`src/rtl/nand_op_sequencer.sv`:
```
module nand_op_sequencer #(
  parameter int PAGE_BYTES = 8,
  parameter int ID_BYTES   = 4,
  parameter int RST_CYCLES = 4,
  parameter int WE_DEFAULT = 2,
  localparam int IDX_W  = $clog2(PAGE_BYTES),
  localparam int BUF_AW = 3 + IDX_W
) (
  input  logic              clk,
  input  logic              rst_n,
  input  logic [2:0]        reg_addr,
  input  logic              reg_we,
  input  logic [15:0]       reg_wdata,
  output logic [15:0]       reg_rdata,
  output logic              irq,
  output logic [3:0]        nf_ce_n,
  output logic              nf_cle,
  output logic              nf_ale,
  output logic              nf_we_n,
  output logic              nf_re_n,
  output logic [7:0]        nf_dq_o,
  output logic              nf_dq_oe,
  input  logic [7:0]        nf_dq_i,
  input  logic              nf_rb_n,
  output logic [BUF_AW-1:0] buf_addr,
  input  logic [7:0]        buf_rdata,
  output logic [7:0]        buf_wdata,
  output logic              buf_we,
  output logic [8:0]        pages_per_block
);

  localparam int NW   = IDX_W + 1;
  localparam int RC_W = $clog2(RST_CYCLES + 1);
  localparam logic [2:0] A_CFG = 3'd0, A_SEL = 3'd1, A_CMD = 3'd2, A_ADR = 3'd3, A_TRG = 3'd4;

  typedef enum logic [2:0] {S_IDLE, S_PRE, S_SETUP, S_STROBE, S_HOLD, S_POST} st_t;

  st_t              st;
  logic [2:0]       cfg_w;
  logic             cfg_mask, cfg_ce;
  logic [1:0]       cfg_ppb;
  logic [2:0]       buf_sel;
  logic [1:0]       cs_sel;
  logic [15:0]      cmd_q, addr_q;
  logic [5:0]       op_q;
  logic             done_q;
  logic [2:0]       cnt;
  logic [IDX_W-1:0] idx;
  logic [RC_W-1:0]  rst_cnt;

  logic busy, rst_act, is_out, is_in, in_phase, last_byte, strobe_end;
  logic wr_cfg, wr_sel, wr_cmd, wr_adr, wr_trg, srst, trig_ok;
  logic [2:0]  w_eff;
  logic [NW-1:0] nbytes;

  assign busy     = (st != S_IDLE);
  assign rst_act  = (rst_cnt != '0);
  assign is_out   = op_q[0] | op_q[1] | op_q[2];
  assign is_in    = op_q[3] | op_q[4] | op_q[5];
  assign in_phase = (st == S_SETUP) || (st == S_STROBE) || (st == S_HOLD);
  assign w_eff    = (cfg_w == 3'd0) ? 3'd1 : cfg_w;
  assign strobe_end = (cnt == w_eff - 3'd1);

  always_comb begin
    if (op_q[2] | op_q[3])  nbytes = NW'(PAGE_BYTES);
    else if (op_q[4])       nbytes = NW'(ID_BYTES);
    else                    nbytes = NW'(1);
  end
  assign last_byte = ({1'b0, idx} == nbytes - NW'(1));

  assign wr_cfg  = reg_we && !rst_act && (reg_addr == A_CFG);
  assign wr_sel  = reg_we && !rst_act && (reg_addr == A_SEL);
  assign wr_cmd  = reg_we && !rst_act && (reg_addr == A_CMD);
  assign wr_adr  = reg_we && !rst_act && (reg_addr == A_ADR);
  assign wr_trg  = reg_we && !rst_act && (reg_addr == A_TRG);
  assign srst    = wr_cfg && reg_wdata[6];
  assign trig_ok = wr_trg && !busy && $onehot(reg_wdata[5:0]);

  assign nf_cle   = in_phase && op_q[0];
  assign nf_ale   = in_phase && op_q[1];
  assign nf_dq_oe = in_phase && is_out;
  assign nf_we_n  = !((st == S_STROBE) && is_out);
  assign nf_re_n  = !((st == S_STROBE) && is_in);
  assign nf_dq_o  = op_q[0] ? cmd_q[7:0] : op_q[1] ? addr_q[7:0] : op_q[2] ? buf_rdata : 8'h00;
  assign nf_ce_n  = cfg_ce ? ~(4'b0001 << cs_sel) : 4'hF;

  assign buf_addr  = {buf_sel, idx};
  assign buf_wdata = nf_dq_i;
  assign buf_we    = (st == S_STROBE) && is_in && strobe_end;

  assign irq             = done_q && !cfg_mask;
  assign pages_per_block = 9'd32 << cfg_ppb;

  always_comb begin
    case (reg_addr)
      A_CFG:   reg_rdata = {5'b0, cfg_ppb, 1'b0, cfg_ce, rst_act, 1'b0, cfg_mask, 1'b0, cfg_w};
      A_SEL:   reg_rdata = {9'b0, cs_sel, 2'b0, buf_sel};
      A_CMD:   reg_rdata = cmd_q;
      A_ADR:   reg_rdata = addr_q;
      A_TRG:   reg_rdata = {done_q, busy, 8'b0, op_q};
      default: reg_rdata = 16'h0000;
    endcase
  end

  always_ff @(posedge clk) begin
    if (!rst_n || srst) begin
      st       <= S_IDLE;
      cfg_w    <= 3'(WE_DEFAULT);
      cfg_mask <= 1'b0;
      cfg_ce   <= 1'b0;
      cfg_ppb  <= 2'd0;
      buf_sel  <= 3'd0;
      cs_sel   <= 2'd0;
      cmd_q    <= 16'h0000;
      addr_q   <= 16'h0000;
      op_q     <= 6'd0;
      done_q   <= 1'b0;
      cnt      <= 3'd0;
      idx      <= '0;
      rst_cnt  <= (rst_n && srst) ? RC_W'(RST_CYCLES) : '0;
    end else if (rst_act) begin
      rst_cnt <= rst_cnt - RC_W'(1);
    end else begin
      if (wr_cfg) begin
        cfg_w    <= reg_wdata[2:0];
        cfg_mask <= reg_wdata[4];
        cfg_ce   <= reg_wdata[7];
        cfg_ppb  <= reg_wdata[10:9];
      end
      if (wr_sel) begin
        buf_sel <= reg_wdata[2:0];
        cs_sel  <= reg_wdata[6:5];
      end
      if (wr_cmd) cmd_q  <= reg_wdata;
      if (wr_adr) addr_q <= reg_wdata;
      if (wr_trg && !reg_wdata[15]) done_q <= 1'b0;

      case (st)
        S_IDLE: if (trig_ok) begin
          op_q <= reg_wdata[5:0];
          idx  <= '0;
          cnt  <= 3'd0;
          st   <= (reg_wdata[3] | reg_wdata[4] | reg_wdata[5]) ? S_PRE : S_SETUP;
        end
        S_PRE: if (nf_rb_n) st <= S_SETUP;
        S_SETUP: begin
          cnt <= 3'd0;
          st  <= S_STROBE;
        end
        S_STROBE: if (strobe_end) st <= S_HOLD;
                  else cnt <= cnt + 3'd1;
        S_HOLD: if (!last_byte) begin
          idx <= idx + IDX_W'(1);
          st  <= S_SETUP;
        end else if (op_q[2]) begin
          st <= S_POST;
        end else begin
          st     <= S_IDLE;
          op_q   <= 6'd0;
          done_q <= 1'b1;
        end
        S_POST: if (nf_rb_n) begin
          st     <= S_IDLE;
          op_q   <= 6'd0;
          done_q <= 1'b1;
        end
        default: st <= S_IDLE;
      endcase
    end
  end


  latch_excl_chk: assert property (@(posedge clk) disable iff (!rst_n) !(nf_cle && nf_ale));

  strobe_excl_chk: assert property (@(posedge clk) disable iff (!rst_n) !(!nf_we_n && !nf_re_n));

  we_drive_chk: assert property (@(posedge clk) disable iff (!rst_n) !nf_we_n |-> nf_dq_oe);

  done_src_chk: assert property (@(posedge clk) disable iff (!rst_n) $rose(done_q) |-> $past(busy));

  op_hold_chk: assert property (@(posedge clk) disable iff (!rst_n) (busy && $past(busy)) |-> $stable(op_q));

  srst_idle_chk: assert property (@(posedge clk) disable iff (!rst_n) rst_act |-> (!busy && !done_q));

  rd_wait_chk: assert property (@(posedge clk) disable iff (!rst_n) ($past(st == S_PRE) && !$past(nf_rb_n) && !$past(rst_act) && !$past(srst)) |-> (st == S_PRE));

endmodule

```
`config.mk`:
```
export PLATFORM = sky130hd
export DESIGN_NAME = nand_op_sequencer
export DESIGN_NICKNAME = d
export VERILOG_FILES = /design/src/rtl/nand_op_sequencer.sv
export SDC_FILE = /design/constraint.sdc
export NUM_CORES = 1
export LEC_CHECK = 0
export BUFFER_PORTS_ARGS = -buffer_cell sky130_fd_sc_hd__buf_4
export CAP_MARGIN = 20
export CORE_MARGIN = 4
export CORE_UTILIZATION = 57
export DETAILED_ROUTE_END_ITERATION = 8
export PLACE_DENSITY = 0.87
export SKIP_LAST_GASP = 1
export SLEW_MARGIN = 25
export SYNTH_ARGS = -nofsm -noshare
export SYNTH_HDL_FRONTEND = slang
export SYNTH_SLANG_ARGS = --single-unit
```
`constraint.sdc`:
```
create_clock -name clk -period 6.4 [get_ports clk]
set_input_delay 1.28 -clock clk [delete_from_list [all_inputs] [get_ports clk]]
set_output_delay 1.28 -clock clk [all_outputs]
set_load 0.005 [all_outputs]
```
# After elaboration in Yosys (flattened, before gate mapping)
# Index checks and enable logic that the tools add are counted.
# op_classes
add_sub_neg	10
eq_ne	20
shifts	2
muxes	34
bitwise_logic	9
n_reduce_logical	46
# ops
cell	count
$pmux 16 s5	1
$mux 3	14
$mux 6	4
$mux 8	3
$logic_and 1x1->1	18
$pmux 3 s6	1
$pmux 6 s3	1
$ne 2x2->1 const B	8
$eq 3x2->1 const B	4
$reduce_bool 3->1	4
$reduce_and 5->1	2
$eq 3x1->1 const B	3
$eq 3x3->1 const B	3
$logic_not 3->1	3
$pmux 3 s3	1
$shl 6x2->9 const A	1
$mux 4	2
$reduce_and 2->1	4
$reduce_and 4->1	2
$logic_not 1->1	7
$or 1x1->1	7
$add 1x1->2	3
$add 3x1->3 const B	2
$pmux 3 s2	1
15 further kinds	22
# word_totals
ff_bits	63
in_bits	39
out_inout_bits	58

# Logic depth before layout (Yosys ltp)
# logic_depth
word_depth	9
depth_mapped	11
ltp_nobuf	11

# Least setup slack after synthesis
# Ideal clock, no wire load.
# synth_timing
kind	input -> register
start	input reg_wdata[1]
end	register idx[0]
setup_ps	74
t_arrival_ps	4267
required_time_ps	6326
slack_ps	2059
stages	11
n_path_buf	0
path_cell_list	inv_1 > fa_1 > fa_1 > inv_1 > ha_1 > fa_1 > nor2_1 > a311oi_4 > or4_4 > or4_1 > a31oi_1
# synth_between
elab_chain_cells	7
# synth_rtl
item	line_no	text
start, declared	13	input logic [15:0] reg_wdata,
$add 1x1->2 (implied by the code)	77	assign trig_ok = wr_trg && !busy && $onehot(reg_wdata[5:0]);
$add 2x2->3 (implied by the code)	77	
$add 3x2->3 (implied by the code)	77	
$eq 3x1->1	77	
$logic_and 1x1->1	77	
$ne 2x2->1 (no line)	-	
$reduce_and 4->1 (no line)	-	
end signal, assigned	153	idx <= idx + IDX_W'(1);
end, declared	48	logic [IDX_W-1:0] idx;
# Every way passes these cells.
# A chain may end at the register's enable or synchronous reset.

# Worst setup path in the final report
# Ends and elaborated chain as after synthesis.

==> impl_results.md <==
* Sum of buffers and inverters on the critical path at 3
* Final Max Slew Viols at 0
* Delay of the slowest critical-path stage at 0.50 ns
* Period utilisation layout at 0.690
* Die area at 7780 µm²
* Antenna diode count at 0
* Fmax at 226 MHz
* Chip width at 88.2 µm
* Vias in the first global route at 3,493
* DRC viols at 0
* Initial Utilization at 0.602
* FF-to-FF End: cnt[0]
* Global Route Usage Sum at 0.277
* Maxcap violations at 0
* Post-synth top area cell: dfxtp_1
* Critical path's slowest cell: fa_1
* I/O pin count at 97
* Clock Latency Late Sink at 0.35 ns
* Dominant cells by area after synthesis: dfxtp_1 33%, nand2_1 9.4%, a21oi_1 6.7%, nor2_1 4.2%, mux2i_1 4.1%
* Worst EP arrival at 4.68 ns
* Clock tree sinks at 63
* Clock Skews at about 0.010 ns
* First-pass GRT wire length at 16,600 µm
* Final min period at 4.42 ns
* Lkg Pwr at roughly 1.7 nW
* Routed Wire Length at ~11,000 µm
* Top post-synthesis cells by count: 92 x nand2_1, 60 x dfxtp_1, 49 x a21oi_1
* Hold Violations, Final at 0
* Port Buf Inserts at 75
* Worst hold slack at between 0.4 and 0.5 ns
* R2r setup slk at around 4.2 ns
* Hpwl dp at 7460 µm
* Hold Path Sink: addr_q[13]
* Depth of the CTS H-tree at 3
* Element type at the critical path start: primary input
* Initial antenna violation count at 0
* Area after DPL at 4150 µm²
* Clk root buf: clkbuf_8
* Netlist cell types at 56
* Cell with the most instances after synthesis: nand2_1
* Hold_sp: addr_q[13]
* Final setup viols at 0
* Yosys top cell area share at 0.327
* RR Startpoint: rst_cnt[0]
* Hold Crit Depth at 2
* Unrepaired setup endpoints after global routing: false
* Pwr/cell area at 245 nW/µm²
* Post-synth EDFFs at 3
* Fraction of registers with async set/reset at 0
* Core box area at 6100 µm²
* # resized after CTS at 0
* Worst-path fanout max at 4
* Reg2reg path depth at 8
* Crit. End Element: flip-flop
* Setup Buffers After CTS at 0
* Initial DRT Pass Iterations at 5
* Status: finished clean
* Cell area after synthesis at 3670 µm²
* Vias/cell at 6.22
* Critical-path cell list: buf_4 > inv_1 > fa_1 > fa_1 > inv_1 > ha_1 > fa_1 > nor2_1 > a311oi_4 > or4_4 > or4_1 > a31oi_1
* Die Y at 88.2 µm
* Drt wl/cell at 17.5 µm
* WP data required at 6.66 ns
* Synth Flop Type: dfxtp_1
* NumNets Final at 569
* GPL Wtd Cong at around 0.91
* FP Rows at 28
* Total grt overflow at 0
* Hold Crit Class: reg2reg
* Initial DRC Count at 439
* Clk slew on worst S/H paths at roughly 0.070 ns
* Syn avg cell area at 7.79 µm²
* TNS Setup at 0 ns
* VDD IR max at about 0.18 mV
* CP delay by family, top: adder cells
* Most Frequent Cell on Critical Path: fa_1
* Total CTS buffers at 9
* Worst-Margin Slew at 0.779 ns
* Seq/Total Area, Yosys at 0.352
* Area growth syn-to-layout at 17.8%
* Mapped Cells at 471
* Worst slew margin at 0.480
* CTS hold repair buffers at 0
* Yosys Warn Count at 0
* Max Root-Sink Buffers at 2
* Largest net degree at the start of global routing at 56
* CP Class: in2reg
* Antenna Nets Post-Route at 0
* FF+latch count, synth at 63
* DR vias at 3,739
* Final instance area at approximately 4300 µm²
* TritonCTS clock tree: done
* Share of layout cells above drive strength 1 at 0.215
==> power by group <==
part | total, mW | switching (mW) | internal, mW
combinational | 0.280 | 0.163 | 0.117
clock | 0.311 | 0.170 | 0.140
sequential | 0.470 | 0.0463 | 0.424
total | 1.06 | 0.380 | 0.681
==> per-stage QoR <==
step                      std cells  power, mW  setup slack [ns]   util
final                           601       1.06              1.98  0.709
after detailed placement        585      0.753              1.67  0.681
after global placement          585      0.744              1.81  0.681
after global routing            601       1.11              1.88  0.709
after CTS                       601       1.06              2.01  0.709
after floorplan                 475      0.669              2.06      -
==> logic make-up after synthesis <==
logic type / after synthesis / synth area share
flops: 63 / 0.352
other cells: 1 / 0.00102
fa+ha+maj: 9 / 0.0368
mux: 24 / 0.0716
buf+inv: 58 / 0.0761
xor+xnor: 4 / 0.0133
compound gates: 114 / 0.200
simple gates: 198 / 0.250
==> worst max-delay path by stage <==
stage                     cells past startpoint     end  slack [ns]    startpoint
after CTS                                    12  idx[0]        2.01  reg_wdata[1]
final                                        12  idx[0]        1.98  reg_wdata[1]
after detailed placement                     12  idx[0]        1.67  reg_wdata[1]
after global routing                         12  idx[0]        1.88  reg_wdata[1]
after floorplan                              11  idx[0]        2.06  reg_wdata[1]
after global placement                       12  idx[0]        1.81  reg_wdata[1]
==> layer usage <==
| metal | track usage | vias to the layer above | part of all wire |
|---|---|---|---|
| li1 | - | 1742 | - |
| met1 | 0.359 | 1704 | 0.38 |
| met4 | 0.147 | 0 | 0.040 |
| met3 | 0.0605 | 52 | 0.11 |
| met2 | 0.434 | 241 | 0.47 |
| met5 | 0 | - | 0 |
==> worst min-delay path: stages, from the launching register on <==
cell	delay, ns
dfxtp_1	0.31
nand2_1	0.05
a21oi_1	0.05
==> placed cells by master, fill, tap and decap left out, types with 3 or more instances in the layout <==
cell type	n
o211ai_1	3
dfxtp_1	60
mux2i_1	15
buf_4	79
nand3_1	17
ha_1	6
nand3b_1	4
edfxtp_1	3
o22ai_1	5
nor3_1	5
a21oi_1	49
nand2_1	92
a211oi_1	3
a31oi_1	4
nand2b_1	5
o31ai_1	3
nor2b_1	11
and3_1	4
clkbuf_8	9
fa_1	3
conb_1	5
clkinvlp_4	3
inv_1	14
nor2_1	41
mux2_2	8
o21ai_0	16
a22oi_1	19
==> flip-flops by register name, summed over array words and instances, names as in the netlist <==
name	count
cnt	3
op_q	6
buf_sel	3
idx	3
cfg_ce	1
done_q	1
rst_cnt	3
cmd_q	16
addr_q	16
st	3
cs_sel	2
cfg_mask	1
cfg_w	3
cfg_ppb	2
==> area by class of cell <==
class | count | area (µm²)
sequential | 63 | 1290
clock inverter | 7 | 47.5
fill | 497 | 1770
inverter | 14 | 52.6
tap | 75 | 93.8
multi-input combinational | 354 | 2120
clock buffer | 9 | 124
timing repair buffer | 79 | 593
Note: power is estimated with default switching activity, not from simulation.
